File: src/rtl/uart_rxb_pkg.sv
package uart_rxb_pkg;
  localparam int unsigned ADDR_W = 3;

  localparam logic [ADDR_W-1:0] A_CTRL  = 3'd0;
  localparam logic [ADDR_W-1:0] A_LINE  = 3'd1;
  localparam logic [ADDR_W-1:0] A_FSTAT = 3'd2;
  localparam logic [ADDR_W-1:0] A_ESTAT = 3'd3;
  localparam logic [ADDR_W-1:0] A_RDATA = 3'd4;

  // error status bit positions
  localparam int unsigned E_OVR = 0;
  localparam int unsigned E_PAR = 1;
  localparam int unsigned E_FRM = 2;
  localparam int unsigned E_BRK = 3;
  localparam int unsigned E_W   = 4;
endpackage

File: src/rtl/rxb_store.sv
module rxb_store #(
  parameter int unsigned DEPTH = 16,
  parameter int unsigned DW    = 8,
  localparam int unsigned AW   = (DEPTH > 1) ? $clog2(DEPTH) : 1,
  localparam int unsigned CW   = $clog2(DEPTH + 1)
) (
  input  logic          clk,
  input  logic          rst_n,
  input  logic          flush,
  input  logic          push,
  input  logic          pop,
  input  logic [DW-1:0] din,
  output logic [DW-1:0] head,
  output logic [CW-1:0] count,
  output logic          full,
  output logic          empty
);
  logic [DW-1:0] mem [DEPTH];
  logic [AW-1:0] wp_q, wp_d, rp_q, rp_d;
  logic [CW-1:0] cnt_q, cnt_d;
  logic          push_ok, pop_ok;

  function automatic logic [AW-1:0] bump(input logic [AW-1:0] p);
    return (p == AW'(DEPTH - 1)) ? '0 : p + 1'b1;
  endfunction

  assign empty   = (cnt_q == '0);
  assign full    = (cnt_q == CW'(DEPTH));
  assign pop_ok  = pop && !empty && !flush;
  assign push_ok = push && (!full || pop_ok) && !flush;
  assign head    = mem[rp_q];
  assign count   = cnt_q;

  always_comb begin
    wp_d  = wp_q;
    rp_d  = rp_q;
    cnt_d = cnt_q;
    if (flush) begin
      wp_d  = '0;
      rp_d  = '0;
      cnt_d = '0;
    end else begin
      if (push_ok) wp_d = bump(wp_q);
      if (pop_ok)  rp_d = bump(rp_q);
      cnt_d = cnt_q + CW'(push_ok) - CW'(pop_ok);
    end
  end

  always_ff @(posedge clk or negedge rst_n) begin
    if (!rst_n) begin
      wp_q  <= '0;
      rp_q  <= '0;
      cnt_q <= '0;
    end else begin
      wp_q  <= wp_d;
      rp_q  <= rp_d;
      cnt_q <= cnt_d;
    end
  end

  always_ff @(posedge clk) begin
    if (push_ok) mem[wp_q] <= din;
  end


  cnt_bound_chk: assert property (@(posedge clk) disable iff (!rst_n)
    cnt_q <= CW'(DEPTH));


  full_swap_chk: assert property (@(posedge clk) disable iff (!rst_n)
    (full && pop && push && !flush) |=> full);
endmodule

File: src/rtl/rxb_errstat.sv
module rxb_errstat #(
  parameter int unsigned EW = 4
) (
  input  logic          clk,
  input  logic          rst_n,
  input  logic [EW-1:0] set_vec,
  input  logic          rd_clr,
  output logic [EW-1:0] bits
);
  logic [EW-1:0] q, d;

  always_comb begin
    d = (rd_clr ? '0 : q) | set_vec;
  end

  always_ff @(posedge clk or negedge rst_n) begin
    if (!rst_n) q <= '0;
    else        q <= d;
  end

  assign bits = q;


  rdclr_chk: assert property (@(posedge clk) disable iff (!rst_n)
    (rd_clr && set_vec == '0) |=> (bits == '0));
endmodule

File: src/rtl/uart_rx_buffer.sv
module uart_rx_buffer
  import uart_rxb_pkg::*;
#(
  parameter int unsigned DEPTH = 16,
  localparam int unsigned CW   = $clog2(DEPTH + 1)
) (
  input  logic              clk,
  input  logic              rst_n,
  input  logic              rx_valid,
  input  logic [7:0]        rx_data,
  input  logic              rx_par_err,
  input  logic              rx_frm_err,
  input  logic              rx_break,
  input  logic [7:0]        tx_count,
  input  logic              tx_full,
  input  logic              wr_en,
  input  logic              rd_en,
  input  logic [ADDR_W-1:0] addr,
  input  logic [2:0]        wr_data,
  output logic [31:0]       rd_data,
  output logic              rx_req,
  output logic              err_req,
  output logic              tx_flush
);
  logic          qmode_q, qmode_d;
  logic [7:0]    hold_q, hold_d;
  logic          hv_q, hv_d;
  logic          rxr_q, errr_q, txf_q;
  logic          ctrl_wr, rx_flush, tx_flush_d;
  logic          in_evt, rd_rx, pop_req, underflow, overrun;
  logic [7:0]    in_byte, head;
  logic [CW-1:0] count;
  logic          full, empty, ready;
  logic [E_W-1:0] err_set, err_bits;

  assign ctrl_wr    = wr_en && (addr == A_CTRL);
  assign rx_flush   = ctrl_wr && wr_data[1];
  assign tx_flush_d = ctrl_wr && wr_data[2];

  assign in_evt  = rx_valid || rx_break;
  assign in_byte = rx_break ? 8'h00 : rx_data;
  assign rd_rx   = rd_en && (addr == A_RDATA);
  assign pop_req = rd_rx && qmode_q;

  assign underflow = pop_req && empty;
  assign overrun   = in_evt && qmode_q && !rx_flush && full && !pop_req;

  assign err_set[E_OVR] = overrun;
  assign err_set[E_PAR] = rx_valid && rx_par_err;
  assign err_set[E_FRM] = rx_valid && rx_frm_err;
  assign err_set[E_BRK] = rx_break;

  rxb_store #(.DEPTH(DEPTH), .DW(8)) i_store (
    .clk   (clk),
    .rst_n (rst_n),
    .flush (rx_flush),
    .push  (in_evt && qmode_q),
    .pop   (pop_req),
    .din   (in_byte),
    .head  (head),
    .count (count),
    .full  (full),
    .empty (empty)
  );

  rxb_errstat #(.EW(E_W)) i_err (
    .clk     (clk),
    .rst_n   (rst_n),
    .set_vec (err_set),
    .rd_clr  (rd_en && (addr == A_ESTAT)),
    .bits    (err_bits)
  );

  always_comb begin
    qmode_d = qmode_q;
    hold_d  = hold_q;
    hv_d    = hv_q;
    if (ctrl_wr) qmode_d = wr_data[0];
    if (in_evt && !qmode_q) begin
      hold_d = in_byte;
      hv_d   = 1'b1;
    end else if (rd_rx && !qmode_q) begin
      hv_d = 1'b0;
    end
  end

  always_ff @(posedge clk or negedge rst_n) begin
    if (!rst_n) begin
      qmode_q <= 1'b0;
      hold_q  <= 8'h00;
      hv_q    <= 1'b0;
      rxr_q   <= 1'b0;
      errr_q  <= 1'b0;
      txf_q   <= 1'b0;
    end else begin
      qmode_q <= qmode_d;
      hold_q  <= hold_d;
      hv_q    <= hv_d;
      rxr_q   <= in_evt;
      errr_q  <= overrun || underflow;
      txf_q   <= tx_flush_d;
    end
  end

  assign ready = qmode_q ? !empty : hv_q;

  always_comb begin
    rd_data = 32'h0;
    if (rd_en) begin
      case (addr)
        A_CTRL:  rd_data = {31'h0, qmode_q};
        A_LINE:  rd_data = {31'h0, ready};
        A_FSTAT: rd_data = {7'h0, tx_full, tx_count, 7'h0, full,
                            full ? 8'h00 : 8'(count)};
        A_ESTAT: rd_data = {{(32-E_W){1'b0}}, err_bits};
        A_RDATA: rd_data = {24'h0, qmode_q ? (empty ? 8'h00 : head) : hold_q};
        default: rd_data = 32'h0;
      endcase
    end
  end

  assign rx_req   = rxr_q;
  assign err_req  = errr_q;
  assign tx_flush = txf_q;


  underflow_req_chk: assert property (@(posedge clk) disable iff (!rst_n)
    (pop_req && empty) |=> err_req);


  overrun_keep_chk: assert property (@(posedge clk) disable iff (!rst_n)
    (in_evt && qmode_q && full && !pop_req && !rx_flush) |=> (full && err_req));


  flush_empty_chk: assert property (@(posedge clk) disable iff (!rst_n)
    rx_flush |=> (count == '0));


  last_pop_chk: assert property (@(posedge clk) disable iff (!rst_n)
    (pop_req && count == CW'(1) && !in_evt && !ctrl_wr) |=> !ready);


  rx_req_chk: assert property (@(posedge clk) disable iff (!rst_n)
    in_evt |=> rx_req);
endmodule

File: config.mk
export PLATFORM = sky130hd
export DESIGN_NAME = uart_rx_buffer
export DESIGN_NICKNAME = d
export VERILOG_FILES = /design/src/rtl/uart_rxb_pkg.sv /design/src/rtl/rxb_store.sv /design/src/rtl/rxb_errstat.sv /design/src/rtl/uart_rx_buffer.sv
export SDC_FILE = /design/constraint.sdc
export NUM_CORES = 1
export LEC_CHECK = 0
export BUFFER_PORTS_ARGS = -buffer_cell sky130_fd_sc_hd__buf_4
export CELL_PAD_IN_SITES_DETAIL_PLACEMENT = 1
export CELL_PAD_IN_SITES_GLOBAL_PLACEMENT = 2
export CORE_MARGIN = 2
export CORE_UTILIZATION = 45
export DETAILED_ROUTE_END_ITERATION = 16
export PLACE_DENSITY_LB_ADDON = 0.1
export SLEW_MARGIN = 5
export SYNTH_ARGS = -nofsm -noshare
export SYNTH_HDL_FRONTEND = slang
export SYNTH_SLANG_ARGS = --single-unit
File: constraint.sdc
create_clock -name clk -period 5.3 [get_ports clk]
set_input_delay 0.53 -clock clk [delete_from_list [all_inputs] [get_ports clk]]
set_output_delay 0.53 -clock clk [all_outputs]
set_load 0.05 [all_outputs]
; ---- Word-level counts from Yosys, hierarchy flattened
; Memories as Yosys holds them, arrays and structs flattened.
; Cells that the tools add are included.
[totals]
wordCells = 74
output_inout_bits = 35
ff_bits = 30
ramBits = 128
n_memories = 1
[op_classes]
add_sub_neg = 4
eq_ne = 7
reduce_logical = 32
mux = 19
n_bitwise = 1
[memory_table]
columns = name, depth, word_bits, rd, rd_clocked_by_memory_dff, write_ports, line_no
row1 = i_store.mem, 16, 8, 1, 0, 1, rxb_store.sv:18  ; logic [DW-1:0] mem [DEPTH];
[op_table]
columns = op, n
row1 = case mux 25 bit (5 select lines), 1
row2 = two-way mux 4 bit, 7
row3 = two-way mux 25 bit, 1
row4 = two-way mux 8 bit, 3
row5 = logical AND 1 bit, 19
row6 = two-way mux 5 bit, 2
row7 = adder 4 x 1 -> 4 bit (second input constant), 2
row8 = == test 4 bit (second input constant), 2
row9 = == test 3 x 2 -> 1 bit (second input constant), 2
row10 = nonzero test 2 bit, 3
row11 = adder 5 x 1 -> 5 bit, 1
row12 = == test 5 bit (second input constant), 1
row13 = zero test 1 bit, 5
row14 = zero test 5 bit, 1
row15 = two-way mux 1 bit, 5
row16 = subtractor 5 x 1 -> 5 bit, 1
row17 = OR 4 bit, 1
row18 = == test 3 x 1 -> 1 bit (second input constant), 1
row19 = == test 3 bit (second input constant), 1
row20 = zero test 3 bit, 1
row21 = logical OR 1 bit, 3

; ---- Depth between registers and ports, before layout
; Gate-level depths: netlist (run 1).
[depth]
word_depth = 11
ltp_mapped = 15
ltp_nobuf = 14

; ---- Modules after synthesis
; A second synthesis (run 1) with hierarchy kept.
[unflattened]
cells_unflattened = 483
area_unflattened_um2 = 7216.9
[modules_own_cells]
columns = mod, cells_per_inst, area_per_inst_um2, n_inst
row1 = rxb_store, 339, 5911.9, 1
row2 = uart_rx_buffer, 135, 1171.1, 1
row3 = rxb_errstat, 9, 133.9, 1

; ---- Least setup slack after synthesis (run 1)
; No wires, ideal clock.
[synth_timing]
kind = in2out
start = in addr[2]
end = out rd_data[4]
n_path_buf = 2
path_stages = 5
t_arrival_ps = 2633
slack_ps = 2137
path_cell_list = buf_2 > and4bb_2 > nand3_1 > buf_2 > o31ai_1
[synth_between]
elab_chain_len = 3
elab_cells_between_ends = 7
[synth_rtl]
columns = element, line_no
row1 = start: declaration, uart_rx_buffer.sv:18  ; input logic [ADDR_W-1:0] addr,
row2 = == test 3 bit (tied with other cells), uart_rx_buffer.sv:110  ; case (addr)
row3 = case mux 25 bit (5 select lines) (*), uart_rx_buffer.sv:110
row4 = two-way mux 25 bit (*), uart_rx_buffer.sv:109  ; if (rd_en) begin
row5 = end: declaration, uart_rx_buffer.sv:20  ; output logic [31:0] rd_data,
; Mark *: on every way between the ends. The rest lies on a longest branch, timed or not.

; ---- Final worst setup path (run 1)
[layout_timing]
start = reg i_store.rp_q[1]
end = out rd_data[2]
[layout_between]
elab_chain_len = 5
[layout_rtl]
columns = element, line_no
row1 = start: declaration, rxb_store.sv:19  ; logic [AW-1:0] wp_q, wp_d, rp_q, rp_d;
row2 = start signal: assignment, rxb_store.sv:56  ; rp_q <= rp_d;
row3 = memory (16 x 8 bit), n/a
row4 = two-way mux 8 bit (2 in series), uart_rx_buffer.sv:116  ; A_RDATA: rd_data = {24'h0, qmode_q ? (empty ? 8'h00 : head) : hold_q};
row5 = case mux 25 bit (5 select lines), uart_rx_buffer.sv:110
row6 = two-way mux 25 bit, uart_rx_buffer.sv:109
; No other way between the ends.

==> impl_metrics.csv, run 1 <==
group,metric,value,unit
layout,multi_input_area,2160,um2
worst_setup_path,cp_slowest_cell,"dfrtp_1",
worst_setup_path,crit_chain,"buf_4 -> mux4_2 -> a22oi_1 -> a21oi_1 -> a221o_1 -> buf_4",
routing,via_per_inst,5.70,
die,die_h,128,um
die,start_util,46.0,%
worst_setup_path,critPathTopFamily,"flip-flops",
clock_tree,cts_setup_buffers,0,
yosys,synth_area_per_cell,15.8,um2
layout,syn_to_final_growth,15.5,%
routing,met2_wirelength,7510,um
clock_tree,cts_made_buffers,17,
die,die-area,16500,um2
layout,drive_above_1_share,27.3,%
yosys,syn_area,6960,um2
timing,fmax,277,MHz
global_routing,track_usage,21.1,%
timing,clock_skew,0.00896,ns
timing,final-setup-viol-count,0,
routing,finalWirelength,16100,um
routing,drc,0,
clock_tree,clk_latency,0.43,ns
global_routing,grt_antenna_before_repair,0,
timing,fin_crit,3.61,ns
die,core,15100,um2
clock_tree,ctsRootBufferMaster,"clkbuf_16",
global_routing,grt-ovfl-total,0,
yosys,yosysSeqAreaShare,66.0,%
yosys,yosysWarnings,0,
worst_setup_path,cp_num_buf_inv,2,
global_routing,grt_pass1_vias,4020,
layout,final_common_cell,"edfxtp_1",
worst_setup_path,cp.arrival,3.08,ns
yosys,synth_edf_count,128,
yosys,synthArstFlopShare,19.0,%
power_and_ir_drop,p_per_area,453,nW/um2
power_and_ir_drop,ir_drop,0.000242,V
clock_tree,htreeDepth,4,
timing,setup_ws,1.69,ns
global_routing,grt_pass1_wl,25000,um
global_routing,grt_max_degree,31,
timing,finalMaxSlewViolations,0,
placed_design,routabilityCongestion,0.795,
layout,nFillCells,1434,
run_status,outcome,"completed",
worst_setup_path,crit_start,"i_store.rp_q[1]$_DFFE_PN0P_",
clock_tree,clockBufferDepth,2,
worst_setup_path,cp_max_fo,19,
die,rows,45,
routing,highest_layer,"met4",
routing,drt-met1-wl,7720,um
layout,layout_common_cells,"edfxtp_1 (128), buf_4 (55), dfrtp_1 (29), mux4_2 (28), and2_1 (22)",
worst_setup_path,max_stage_delay,0.88,ns
timing,rsz0062_at_grt,"false",
layout,fin_cells,693,
timing,hold_viol,0,
power_and_ir_drop,leakage,0.00297,uW
yosys,yosysUniqueCellTypes,57,
clock_tree,cts_sinks,158,
die,io_pins,66,
clock_tree,cts_tree,"yes",
timing,worstMarginPinSlew,1.26,ns
layout,seq_area,4600,um2
worst_hold_path,hold_class,"primary input to async pin",
layout,nets,535,
routing,routedWlPerCell,23.3,um
worst_setup_path,path_class,"register to primary output",
job,maxCapViolCount,0,
routing,drtPass1Iterations,4,
worst_setup_path,critPathRequiredTime,4.77,ns
timing,slew_headroom,16.1,%
routing,ant_nets,0,
yosys,synthFlopType,"edfxtp_1",
die,die_x,128,um
clock_tree,cts_resized,0,
placed_design,numPortBuffers,51,
layout,n_antenna_cell,0,
clock_tree,clk_pin_slew_worst_paths,0.06,ns
worst_setup_path,critPathCaptureType,"primary output",
placed_design,place_hpwl,11000,um
placed_design,place_ws,1.91,ns
yosys,synthCells,442,
routing,drtIter0Drc,231,
timing,timing.final.crit_share,68.1,%
yosys,synth_seq_cells,158,
worst_setup_path,startpoint_type,"register",
clock_tree,postCtsHoldBufs,0,
routing,vias,3952,
placed_design,place_inst,661,
worst_setup_path,cp_common_cell,"buf_4",
routing,wl_met3,641,um
timing,tns,0,ns
worst_setup_path,rr_startpoint,"i_store.count[3]$_DFF_PN0_",
[report_power, final]
| part | total (uW) | switching [uW] | internal [uW] |
|---|---|---|---|
| Sequential | 1610 | 146 | 1470 |
| Clock | 1220 | 514 | 702 |
| Combinational | 816 | 435 | 380 |
[through the flow]
stage,instance area [um2],total power (uW),hold WS (ns),util [%]
4_1_cts,8040,3680,0.0427,53.1
3_5_place_dp,7450,2460,0.494,49.2
3_3_place_gp,7450,2440,0.482,49.2
2_1_floorplan,7010,2240,0.234,-
5_1_grt,8050,3820,0.0607,53.1
6_report,8050,3640,0.0409,53.1
[flip-flops by register name, indices dropped and copies added (netlist names)]
| name | cells |
|---|---|
| hv_q | 1 |
| i_store.wp_q | 4 |
| rx_req | 1 |
| i_store.count | 5 |
| i_store.rp_q | 4 |
| err_req | 1 |
| i_err.bits | 4 |
| tx_flush | 1 |
| i_store.mem | 128 |
| hold_q | 8 |
| qmode_q | 1 |
[Yosys cell counts, drive strengths merged (2+ instances only)]
cell type / number / area (um2)
a211oi: 2 / 15.0
a21o: 6 / 45.0
a21oi: 11 / 55.1
a221o: 2 / 20.0
a22o: 3 / 26.3
a22oi: 11 / 82.6
and2: 22 / 138
and3: 3 / 18.8
and4: 4 / 35.0
buf: 27 / 184
clkbuf: 10 / 37.5
dfrtp: 30 / 751
edfxtp: 128 / 3840
ha: 11 / 138
inv: 15 / 56.3
mux2: 13 / 146
mux2i: 7 / 70.1
mux4: 28 / 631
nand2: 18 / 67.6
nand2b: 4 / 25.0
nand3: 9 / 45.0
nand4bb: 2 / 22.5
nor2: 13 / 48.8
nor2b: 13 / 81.3
nor3: 5 / 25.0
nor4: 4 / 25.0
nor4b: 2 / 30.0
o21a: 3 / 22.5
o21ai: 10 / 53.8
o22ai: 3 / 18.8
xor2: 2 / 17.5
[area by class of cell]
cell class | count | area share (%)
clock inverter | 14 | 1.96
inverter | 15 | 0.700
timing repair buffer | 55 | 5.13
clock buffer | 18 | 5.33
tap | 188 | 2.92
multi-input combinational | 245 | 26.8
sequential | 158 | 57.1
[cell families (layout without fill, tap and decap cells)]
group,after synthesis,count (layout),synth area share [%]
adder cells (fa/ha/maj),12,12,2.26
buffers and inverters,52,102,3.99
XOR/XNOR,3,3,0.377
AND/OR/NAND/NOR,103,103,8.59
multiplexers,48,48,12.2
other,1,14,0.0538
flip-flops,158,158,66.0
AO/OA/AOI/OAI,65,65,6.59
[layer usage]
metal | up-vias | GRT usage (%)
met5 | - | 0
met2 | 90 | 32.1
li1 | 1785 | -
met3 | 16 | 3.87
met4 | 0 | 7.11
met1 | 2061 | 30.9
[path summary, 6_finish.rpt]
kind | endpoint | slack, ns | depth (start not counted)
max | rd_data[2] | 1.69 | 6
min | i_store.wp_q[2]$_DFFE_PN0P_ | 0.04 | 1
max reg2reg | i_store.count[4]$_DFF_PN0_ | 1.91 | 14
min reg2reg | i_err.bits[0]$_DFF_PN0_ | 0.51 | 1
max in group asynchronous | i_store.rp_q[0]$_DFFE_PN0P_ | 4.91 | 1
min in group clk | tx_flush$_DFF_PN0_ | 0.32 | 2
Power figures use the tool's default switching activity.
==> inputs of run 2 (changes only) <==
--- a/config.mk
+++ b/config.mk
@@ -9,7 +9,7 @@
 export CELL_PAD_IN_SITES_DETAIL_PLACEMENT = 1
 export CELL_PAD_IN_SITES_GLOBAL_PLACEMENT = 2
 export CORE_MARGIN = 2
-export CORE_UTILIZATION = 45
+export CORE_UTILIZATION = 43
 export DETAILED_ROUTE_END_ITERATION = 16
 export PLACE_DENSITY_LB_ADDON = 0.1
 export SLEW_MARGIN = 5
==> constraint.sdc (replaced) <==
create_clock -name clk -period 3.7 [get_ports clk]
set_input_delay 0.37 -clock clk [delete_from_list [all_inputs] [get_ports clk]]
set_output_delay 0.37 -clock clk [all_outputs]
set_load 0.05 [all_outputs]
==> impl_metrics.csv, run 2 (same netlist as run 1, synthesis figures left out) <==
group,metric,value,unit
timing,final-setup-viol-count,0,
die,die-area,17200,um2
worst_setup_path,path_class,"register to primary output",
worst_setup_path,critPathRequiredTime,3.33,ns
layout,nets,541,
power_and_ir_drop,ir_drop,0.000325,V
clock_tree,clk_latency,0.42,ns
die,start_util,43.8,%
clock_tree,clockBufferDepth,2,
routing,via_per_inst,5.38,
routing,drc,0,
worst_setup_path,critPathCaptureType,"primary output",
die,die_h,131,um
clock_tree,cts_made_buffers,17,
worst_setup_path,cp_max_fo,19,
layout,largest_reg_flops,128,
run_status,outcome,"completed",
timing,fmax,315,MHz
worst_setup_path,cp_slowest_cell,"dfrtp_1",
layout,syn_to_final_growth,16.0,%
worst_setup_path,startpoint_type,"register",
placed_design,routabilityCongestion,0.809,
clock_tree,htreeDepth,4,
clock_tree,cts_resized,0,
timing,worstMarginPinSlew,1.32,ns
routing,vias,3911,
power_and_ir_drop,total_power,5100,uW
clock_tree,cts_tree,"yes",
clock_tree,ctsRootBufferMaster,"clkbuf_16",
timing,tns,0,ns
routing,drtIter0Drc,333,
layout,multi_input_area,2140,um2
layout,seq_area,4600,um2
global_routing,grt-ovfl-total,0,
worst_setup_path,max_stage_delay,0.88,ns
global_routing,grt_pass1_wl,25200,um
global_routing,grt_antenna_before_repair,0,
worst_setup_path,cp_common_cell,"buf_4",
placed_design,place_hpwl,11400,um
global_routing,grt_pass1_vias,4196,
global_routing,track_usage,19.8,%
placed_design,numPortBuffers,51,
routing,ant_nets,0,
timing,hold_viol,0,
worst_setup_path,critPathTopFamily,"flip-flops",
layout,n_antenna_cell,0,
layout,drive_above_1_share,27.2,%
job,maxCapViolCount,0,
timing,slew_headroom,12.0,%
timing,timing.final.crit_share,85.9,%
clock_tree,clk_pin_slew_worst_paths,0.07,ns
routing,finalWirelength,16000,um
die,core,15900,um2
power_and_ir_drop,p_per_area,631,nW/um2
timing,rsz0062_at_grt,"false",
routing,routedWlPerCell,22.1,um
die,rows,46,
clock_tree,cts_sinks,158,
die,io_pins,66,
layout,top_register,"i_store.mem",
worst_setup_path,crit_chain,"buf_4 -> mux4_2 -> a22oi_1 -> a21oi_1 -> a221o_1 -> buf_4",
layout,layout_common_cells,"edfxtp_1 (128), buf_4 (59), dfrtp_1 (29), mux4_2 (28), and2_1 (22)",
layout,final_common_cell,"edfxtp_1",
timing,fin_crit,3.18,ns
worst_hold_path,hold_class,"primary input to register",
timing,clock_skew,0.0132,ns
timing,finalMaxSlewViolations,0,
layout,nFillCells,1552,
power_and_ir_drop,leakage,0.00297,uW
die,die_x,131,um
global_routing,grt_max_degree,31,
worst_setup_path,cp_num_buf_inv,2,
worst_setup_path,cp.arrival,2.81,ns
routing,drtPass1Iterations,5,
clock_tree,cts_setup_buffers,0,
run 2: cell types whose count changed in the layout (fill, tap and decap cells not counted):
| cell | previous run | this run |
|---|---|---|
| nor4_1 | 3 | 4 |
| buf_4 | 55 | 59 |
| clkinvlp_4 | 3 | 4 |
| nor2b_2 | 3 | 1 |
| inv_8 | 2 | 3 |
| inv_6 | 3 | 2 |
| nor3_1 | 4 | 5 |
| buf_12 | 0 | 1 |
| bufinv_16 | 2 | 0 |
| nor2b_1 | 10 | 12 |
| nor4_2 | 1 | 0 |
| nor3_2 | 1 | 0 |
| dlygate4sd3_1 | 0 | 1 |
| clkinv_2 | 1 | 2 |
run 2: timing repair:
item | in CTS | in global routing
endpoints found under the hold margin | 30 | 0
setup endpoints to repair | 0 | 0
hold buffers | 1 | 0
run 2: metal layers:
metal	GRT usage [%]	vias to the layer above	share of wire [%]	wire, um
met1	26.9	2014	45	7260
met3	4.21	14	3.9	619
met4	6.40	0	1.6	259
met2	32.2	94	49	7890
met5	0	-	0	0
li1	-	1789	-	-
run 2: area by class of cell:
class / count / area share (%)
clock buffer: 18 / 5.31
clock inverter: 14 / 1.39
inverter: 15 / 0.697
multi-input combinational: 245 / 26.5
sequential: 158 / 56.9
tap: 216 / 3.34
timing repair buffer: 61 / 5.85
run 2: path summary, 6_finish.rpt:
check / endpoint / startpoint / cells after the start / slack [ns]
min: tx_flush$_DFF_PN0_ / wr_data[2] / 2 / 0.15
min in group asynchronous: i_store.wp_q[2]$_DFFE_PN0P_ / rst_n / 2 / 0.44
max: rd_data[2] / i_store.rp_q[1]$_DFFE_PN0P_ / 6 / 0.52
max reg2reg: i_store.count[4]$_DFF_PN0_ / i_store.count[3]$_DFF_PN0_ / 14 / 0.81
max in group asynchronous: i_store.rp_q[0]$_DFFE_PN0P_ / rst_n / 2 / 2.90
min reg2reg: i_err.bits[3]$_DFF_PN0_ / i_err.bits[3]$_DFF_PN0_ / 1 / 0.50
run 2: power breakdown:
group          internal, uW  switching [uW]
Combinational           569             645
Clock                   871             729
Sequential             2100             187
run 2: per-stage QoR:
| step | std cells | hold WS [ns] | util [%] | cell area, um2 | setup WS (ns) |
|---|---|---|---|---|---|
| after floorplan | 455 | 0.0744 | - | 7010 | 0.718 |
| after global placement | 694 | 0.351 | 47.4 | 7530 | 0.913 |
| after detailed placement | 694 | 0.350 | 47.4 | 7530 | 0.783 |
| after CTS | 727 | 0.139 | 50.9 | 8080 | 0.495 |
| after global routing | 727 | 0.150 | 50.9 | 8080 | 0.363 |
| final | 727 | 0.154 | 50.9 | 8080 | 0.523 |
